===== src/rtl/psr_pkg.sv =====
package psr_pkg;
  localparam int PSR_W       = 32;
  localparam int MODE_W      = 5;
  localparam int NUM_BANKS   = 5;
  localparam int BANK_IDX_W  = $clog2(NUM_BANKS);
  localparam int IRQ_OFF_BIT = 7;
  localparam int FIQ_OFF_BIT = 6;

  localparam logic [PSR_W-1:0] FLAG_MASK = 32'hF000_0000;
  localparam logic [PSR_W-1:0] CTRL_MASK = 32'h0000_00FF;

  localparam logic [MODE_W-1:0] MODE_USR = 5'b10000;
  localparam logic [MODE_W-1:0] MODE_FIQ = 5'b10001;
  localparam logic [MODE_W-1:0] MODE_IRQ = 5'b10010;
  localparam logic [MODE_W-1:0] MODE_SVC = 5'b10011;
  localparam logic [MODE_W-1:0] MODE_ABT = 5'b10111;
  localparam logic [MODE_W-1:0] MODE_UND = 5'b11011;
  localparam logic [MODE_W-1:0] MODE_SYS = 5'b11111;

  typedef struct packed {
    logic                  hit;
    logic [BANK_IDX_W-1:0] idx;
  } bank_sel_t;

  // Maps a mode to its saved-copy slot; hit=0 for modes without one.
  function automatic bank_sel_t bank_of(input logic [MODE_W-1:0] m);
    bank_sel_t s;
    s.hit = 1'b1;
    s.idx = '0;
    case (m)
      MODE_FIQ: s.idx = BANK_IDX_W'(0);
      MODE_IRQ: s.idx = BANK_IDX_W'(1);
      MODE_SVC: s.idx = BANK_IDX_W'(2);
      MODE_ABT: s.idx = BANK_IDX_W'(3);
      MODE_UND: s.idx = BANK_IDX_W'(4);
      default:  s.hit = 1'b0;
    endcase
    return s;
  endfunction
endpackage


===== src/rtl/psr_merge.sv =====
module psr_merge
  import psr_pkg::*;
(
  input  logic [PSR_W-1:0] old_val,
  input  logic [PSR_W-1:0] operand,
  input  logic             ctrl_ok,
  input  logic             flags_only,
  output logic [PSR_W-1:0] new_val
);
  logic [PSR_W-1:0] mask;

  always_comb begin
    mask = FLAG_MASK;
    if (ctrl_ok && !flags_only) mask = FLAG_MASK | CTRL_MASK;
    new_val = (old_val & ~mask) | (operand & mask);
  end
endmodule


===== src/rtl/psr_bank.sv =====
module psr_bank
  import psr_pkg::*;
(
  input  logic                  clk,
  input  logic                  rst_n,
  input  logic                  wr_en,
  input  logic [BANK_IDX_W-1:0] wr_idx,
  input  logic [PSR_W-1:0]      wr_data,
  input  logic [BANK_IDX_W-1:0] rd_idx,
  output logic [PSR_W-1:0]      rd_data
);
  logic [PSR_W-1:0] slot_q [NUM_BANKS];

  for (genvar g = 0; g < NUM_BANKS; g++) begin : g_slot
    always_ff @(posedge clk) begin
      if (!rst_n)
        slot_q[g] <= '0;
      else if (wr_en && (wr_idx == BANK_IDX_W'(g)))
        slot_q[g] <= wr_data;
    end
  end

  always_comb begin
    rd_data = '0;
    for (int i = 0; i < NUM_BANKS; i++)
      if (rd_idx == BANK_IDX_W'(i)) rd_data = slot_q[i];
  end
endmodule


===== src/rtl/psr_ctrl.sv =====
module psr_ctrl
  import psr_pkg::*;
#(
  parameter logic [MODE_W-1:0] RESET_MODE = MODE_SVC
) (
  input  logic              clk,
  input  logic              rst_n,
  input  logic              wr_en,
  input  logic              wr_spsr,
  input  logic              wr_flags_only,
  input  logic              wr_use_imm,
  input  logic [PSR_W-1:0]  wr_reg,
  input  logic [PSR_W-1:0]  wr_imm,
  input  logic              rd_spsr,
  output logic [PSR_W-1:0]  rd_data,
  input  logic              exc_enter,
  input  logic [MODE_W-1:0] exc_mode,
  input  logic              exc_return,
  output logic [PSR_W-1:0]  cpsr_o
);
  localparam logic [PSR_W-1:0] RESET_WORD =
    {24'h0, 1'b1, 1'b1, 1'b0, RESET_MODE};

  logic [PSR_W-1:0] cpsr_q, cpsr_d;
  logic [PSR_W-1:0] operand, cur_merged, sav_merged, sav_rd;
  logic             priv, entry_ok;
  bank_sel_t        act_sel, ent_sel;
  logic                  bank_we;
  logic [BANK_IDX_W-1:0] bank_widx;
  logic [PSR_W-1:0]      bank_wdata;

  assign priv     = cpsr_q[MODE_W-1:0] != MODE_USR;
  assign act_sel  = bank_of(cpsr_q[MODE_W-1:0]);
  assign ent_sel  = bank_of(exc_mode);
  assign entry_ok = exc_enter && ent_sel.hit;
  assign operand  = wr_use_imm ? wr_imm : wr_reg;

  psr_merge u_cur_merge (
    .old_val(cpsr_q), .operand(operand), .ctrl_ok(priv),
    .flags_only(wr_flags_only), .new_val(cur_merged)
  );

  psr_merge u_sav_merge (
    .old_val(sav_rd), .operand(operand), .ctrl_ok(1'b1),
    .flags_only(wr_flags_only), .new_val(sav_merged)
  );

  always_comb begin
    bank_we    = 1'b0;
    bank_widx  = act_sel.idx;
    bank_wdata = sav_merged;
    if (entry_ok) begin
      bank_we    = 1'b1;
      bank_widx  = ent_sel.idx;
      bank_wdata = cpsr_q;
    end else if (!exc_return && wr_en && wr_spsr && act_sel.hit) begin
      bank_we = 1'b1;
    end
  end

  psr_bank u_bank (
    .clk(clk), .rst_n(rst_n), .wr_en(bank_we), .wr_idx(bank_widx),
    .wr_data(bank_wdata), .rd_idx(act_sel.idx), .rd_data(sav_rd)
  );

  always_comb begin
    cpsr_d = cpsr_q;
    if (entry_ok) begin
      cpsr_d[MODE_W-1:0]  = exc_mode;
      cpsr_d[IRQ_OFF_BIT] = 1'b1;
      if (exc_mode == MODE_FIQ) cpsr_d[FIQ_OFF_BIT] = 1'b1;
    end else if (exc_return) begin
      if (act_sel.hit) cpsr_d = sav_rd;
    end else if (wr_en && !wr_spsr) begin
      cpsr_d = cur_merged;
    end
  end

  always_ff @(posedge clk) begin
    if (!rst_n) cpsr_q <= RESET_WORD;
    else        cpsr_q <= cpsr_d;
  end

  assign cpsr_o  = cpsr_q;
  assign rd_data = rd_spsr ? (act_sel.hit ? sav_rd : '0) : cpsr_q;
endmodule


===== config.mk =====
export PLATFORM = sky130hd
export DESIGN_NAME = psr_ctrl
export DESIGN_NICKNAME = d
export VERILOG_FILES = /design/src/rtl/psr_pkg.sv /design/src/rtl/psr_merge.sv /design/src/rtl/psr_bank.sv /design/src/rtl/psr_ctrl.sv
export SDC_FILE = /design/constraint.sdc
export NUM_CORES = 1
export LEC_CHECK = 0
export BUFFER_PORTS_ARGS = -buffer_cell sky130_fd_sc_hd__buf_2
export CORE_MARGIN = 2
export CORE_UTILIZATION = 52
export DETAILED_ROUTE_END_ITERATION = 8
export HOLD_SLACK_MARGIN = 0.1
export PLACE_DENSITY = 0.77
export SLEW_MARGIN = 20
export SYNTH_ARGS = -nofsm -noshare
export SYNTH_HDL_FRONTEND = slang
export SYNTH_SLANG_ARGS = --single-unit
export TNS_END_PERCENT = 30

===== constraint.sdc =====
create_clock -name clk -period 2.5 [get_ports clk]
set_input_delay 0.25 -clock clk [delete_from_list [all_inputs] [get_ports clk]]
set_output_delay 0.25 -clock clk [all_outputs]
set_load 0.05 [all_outputs]

# [Word-level counts from Yosys, hierarchy flattened]
# Memories as Yosys holds them, arrays and structs flattened.
# Cells that the tools add are included.
[op_classes] eq_ne=22 n_reduce_logical=25 addsub=0 bitwise=15 mux=45 multipliers=0 n_div=0 n_shift=0 order_cmp=0
[ops] cell="$mux W32" n=17
[ops] cell="$and A32 B32 Y32" n=4
[ops] cell="$not A32 Y32" n=2
[ops] cell="$or A32 B32 Y32" n=2
[ops] cell="$eq A5 B5 Y1 const B" n=10
[ops] cell="$pmux W3 S4" n=2
[ops] cell="$mux W1" n=22
[ops] cell="$mux W8" n=2
[ops] cell="$eq A3 B2 Y1 const B" n=4
[ops] cell="$logic_and A1 B1 Y1" n=11
[ops] cell="$reduce_or A5 Y1" n=2
[ops] cell="$eq A3 B1 Y1 const B" n=2
[ops] cell="$eq A3 B3 Y1 const B" n=2
[ops] cell="$logic_not A3 Y1" n=2
[ops] cell="$reduce_and A3 Y1" n=2
[ops] cell="$mux W5" n=1
[ops] cell="$ne A5 B5 Y1 const B" n=1
[ops] cell="$or A1 B1 Y1" n=5
[ops] cell="$ne A2 B1 Y1 const B" n=2
[ops] cell="$reduce_and A2 Y1" n=2
[ops] cell="$logic_not A1 Y1" n=3
[ops] cell="$mux W3" n=1
[ops] cell="$ne A3 B1 Y1 const B" n=1
[ops] cell="$reduce_bool A3 Y1" n=1
[ops] cell="3 further kinds" n=4
[word_totals] in_bits=78 latchBits=0 ff_bits=32 out_inout_bits=64 word_cells=112 mem_bits_rw=160 rom_bits=0 mem_count=1
[memory_table] name="u_bank.slot_q" depth=5 word_bits=32 rd=5 rd_ports_with_merged_regs=0 wr=5 line="psr_bank.sv:12" source="logic [PSR_W-1:0] slot_q [NUM_BANKS];"

# [Longest topological paths before layout]
[logic_depth] depth_word=12 depth_mapped=10 depth_no_buf=6

# [By module]
# Synthesis repeated with hierarchy kept, for this count alone.
[hier_totals] cells_unflattened=1012 hier_area_um2=10964.3
[by_module_without_submodules] mod="psr_bank" area_each_um2=7289.5 cells_per_inst=540 seq_area_each_um2=4804.6 n_inst=1
[by_module_without_submodules] mod="psr_ctrl" area_each_um2=3024.2 cells_per_inst=404 seq_area_each_um2=640.6 n_inst=1
[by_module_without_submodules] mod="psr_merge" area_each_um2=325.3 cells_per_inst=34 seq_area_each_um2=0.0 n_inst=2

# [Worst setup path after synthesis]
# OpenSTA, ideal clock, no wires.
[synth_path] path_kind="register -> output" startpoint="register with a tool-made name" endpoint="output rd_data[10]" required_time_ns=2.250 slack_ns=-0.571 arrival_time_ns=2.821 n_path_buf=3 path_stages_with_launch=8 cell_sequence="dfxtp_1 > buf_2 > nor2_1 > o311ai_2 > clkbuf_1 > nand2_1 > buf_1 > o22ai_1"
[synth_rtl] element="end: declaration" line="psr_ctrl.sv:15" source="output logic [PSR_W-1:0] rd_data,"

==> impl_metrics.env <==
export IMPL_slew_headroom=0.4882
export IMPL_cp_max_fo=8
export IMPL_cts_sinks=192
export IMPL_power_density_nw_per_um2=984.6
export IMPL_die_x_um=139.8
export IMPL_clock_skew_ps=10.42
export IMPL_path_common_cell="buf_6"
export IMPL_cap_violations=0
export IMPL_crit_buf_inv=3
export IMPL_synth_flop_cell="edfxtp_1"
export IMPL_htreeDepth=4
export IMPL_rrSetupSlack_ps=-130
export IMPL_crit_path_start_kind="flip-flop"
export IMPL_rsz0062_at_grt="true"
export IMPL_cp_data_required_time_ps=2250
export IMPL_cp_arrival_ps=2420
export IMPL_min_delay_start="exc_mode[0]"
export IMPL_r2r_cells=8
export IMPL_fin_ws_ps=-174.8
export IMPL_yosysMostFrequentCell="nor2_1"
export IMPL_track_usage=0.3107
export IMPL_crit_family="simple AND/OR/NAND/NOR gates"
export IMPL_syn_cell_area_sq_um=9590
export IMPL_fin_crit_sh=1.070
export IMPL_vdd_ir_drop_max_uv=743.3
export IMPL_dp_hpwl_mm=18.42
export IMPL_routed_wl_mm=31.80
export IMPL_synth_largest_area_cell="edfxtp_1"
export IMPL_area_growth_pct=37.73
export IMPL_cts_inserted_buffers=17
export IMPL_violations="negative setup slack"
export IMPL_overflow=0
export IMPL_ant_nets=0
export IMPL_initial_core_util=0.5321
export IMPL_period_minus_slack_ps=2675
export IMPL_synth_area_top_cells="edfxtp_1, nor2_1, dfxtp_1"
export IMPL_syn_inst=963
export IMPL_worstHoldPathType="in -> reg"
export IMPL_syn_mean_instance_area_sq_um=9.959
export IMPL_end_kind="primary output"
export IMPL_num_vias=8894
export IMPL_final_util=0.7328
export IMPL_drive_gt1_frac=0.3705
export IMPL_max_slew_worst_pin_slew_ps=759.4
export IMPL_synth_edff_count=160
export IMPL_diodes=0
export IMPL_die_h_um=139.8
export IMPL_ys_warn_count=0
export IMPL_pre_cts_ws_ps=33.46
export IMPL_critical_path_cell_chain="or3b_4 -> buf_6 -> nor2_4 -> buf_6 -> a2bb2oi_2 -> a31o_2 -> o22ai_4 -> buf_6"
export IMPL_max_freq_mhz=373.9
export IMPL_drc=0
export IMPL_hold_path_cell_count=3
export IMPL_die_area_sq_um=19550
export IMPL_nets=1223
export IMPL_cts_root_buf="clkbuf_16"
export IMPL_yosys_register_bits=192
export IMPL_critical_path_class="reg -> out"
export IMPL_grt_max_degree=34
export IMPL_grt_first_pass_wirelength_mm=46.85
export IMPL_cpPeakStageDelay_ps=430
export IMPL_r2r_end="u_bank.slot_q[3][3]"
export IMPL_vias_per_cell=6.412
export IMPL_grt_pass1_vias=8581
export IMPL_gp_congestion=0.8676
export IMPL_async_reset_ff_frac=0
export IMPL_clock_latency_ps=440
export IMPL_p_leak_nw=4.957
export IMPL_cts_buffer_depth=2
export IMPL_port_buffers=101
export IMPL_dr_pass1_iters=5
export IMPL_hold_violations=0
export IMPL_crit_slowest_cell="or3b_4"
export IMPL_antenna_found_initial=0
export IMPL_ioPinCount=142
export IMPL_slew_viol_final=0
export IMPL_drtIter0Drc=1132
export IMPL_finalSetupViolCount=66
export IMPL_core_area_sq_um=18020
export IMPL_fin_setup_tns_ps=-4299
export IMPL_rows=49
export IMPL_synth_common_cells="nor2_1, edfxtp_1, nand2_1"
export IMPL_synth_nets=1041
export IMPL_yosysUniqueCellTypes=62
export IMPL_num_fill_cells=1122
export IMPL_netlist_area_leader_share=0.5010
export IMPL_outcome="finished, violations left"
export IMPL_final_area_sq_um=13210
export IMPL_yosysSeqAreaShare=0.5678
export IMPL_clk_pin_slew_ps=80
export IMPL_wire_per_inst_um=22.92
export IMPL_place_area_sq_um=11420
export IMPL_cts_tree="yes"
-- cells in the final DEF, fill, tap and decap left out, drive strengths merged, types with 12 or more instances in the layout --
cell type and count:
a21oi 60, buf 234, clkbuf 20, dfxtp 32
edfxtp 160, inv 40, mux2 26, mux2i 13
nand2 69, nor2 226, nor2b 12, o21a 14
o21ai 52, o22ai 45, o32ai 12
-- sequential cells by signal (all words and copies together) (netlist names), named ones only --
register,cells
cpsr_o,25
u_bank.slot_q,160
-- kinds of logic after synthesis --
logic type | synth area share
flip-flops | 0.5678
AO/OA/AOI/OAI | 0.1750
multiplexers | 0.04410
adder cells (fa/ha/maj) | 0.001174
AND/OR/NAND/NOR | 0.1637
buffers and inverters | 0.04827
-- metal layers --
layer	vias to the layer above	routed length (um)	GRT usage
li1	3864	-	-
met1	4295	12210	0.4182
met2	645	15050	0.5035
met3	90	3538	0.05816
met4	0	1000	0.1189
met5	-	0	0
-- report_power, final --
part | switching [mW] | leakage [nW] | internal, mW
sequential | 0.181 | 1.92 | 3.76
clock | 1.24 | 0.277 | 1.51
combinational | 3.78 | 2.76 | 2.53
-- stage by stage --
stage          hold WS (ps)  power [mW]  std cells
2_1_floorplan         393.2       7.305        963
3_3_place_gp          455.5       8.750       1310
3_5_place_dp          467.4       8.830       1310
4_1_cts               156.8       12.33       1368
5_1_grt               204.2       13.41       1387
6_report              153.9       13.01       1387
-- area by class of cell --
class                   instances  area [sq um]  share of cell area
inverters                      39         150.1             0.01137
clock inverters                12         132.6             0.01004
flip-flops and latches        192          5461              0.4135
multi-input cells             661          4644              0.3516
repair buffers                234          2087              0.1580
well taps                     229         286.5             0.02169
clock buffers                  20         446.7             0.03382
-- worst max path at each step --
stage                         start                  end  depth (start not counted)
after floorplan           flip-flop  u_bank.slot_q[1][0]                          7
after global placement    flip-flop          rd_data[16]                          7
after detailed placement  flip-flop          rd_data[16]                          7
after CTS                 flip-flop          rd_data[30]                          8
after global routing      flip-flop          rd_data[30]                          8
final                     flip-flop          rd_data[25]                          8
-- timing repair --
item                       4_1_cts  5_1_grt
setup buffers                   25       19
pin swaps                       32       27
gates resized for setup        128       64
gates cloned                     1        0
hold buffers                     0        0
setup endpoints to repair       32      224
-- worst min-delay path: stages --
cell and delay [ps]:
buf_2 150, a221oi_1 100, o21ai_0 60
(Power assumes the default switching activity.)
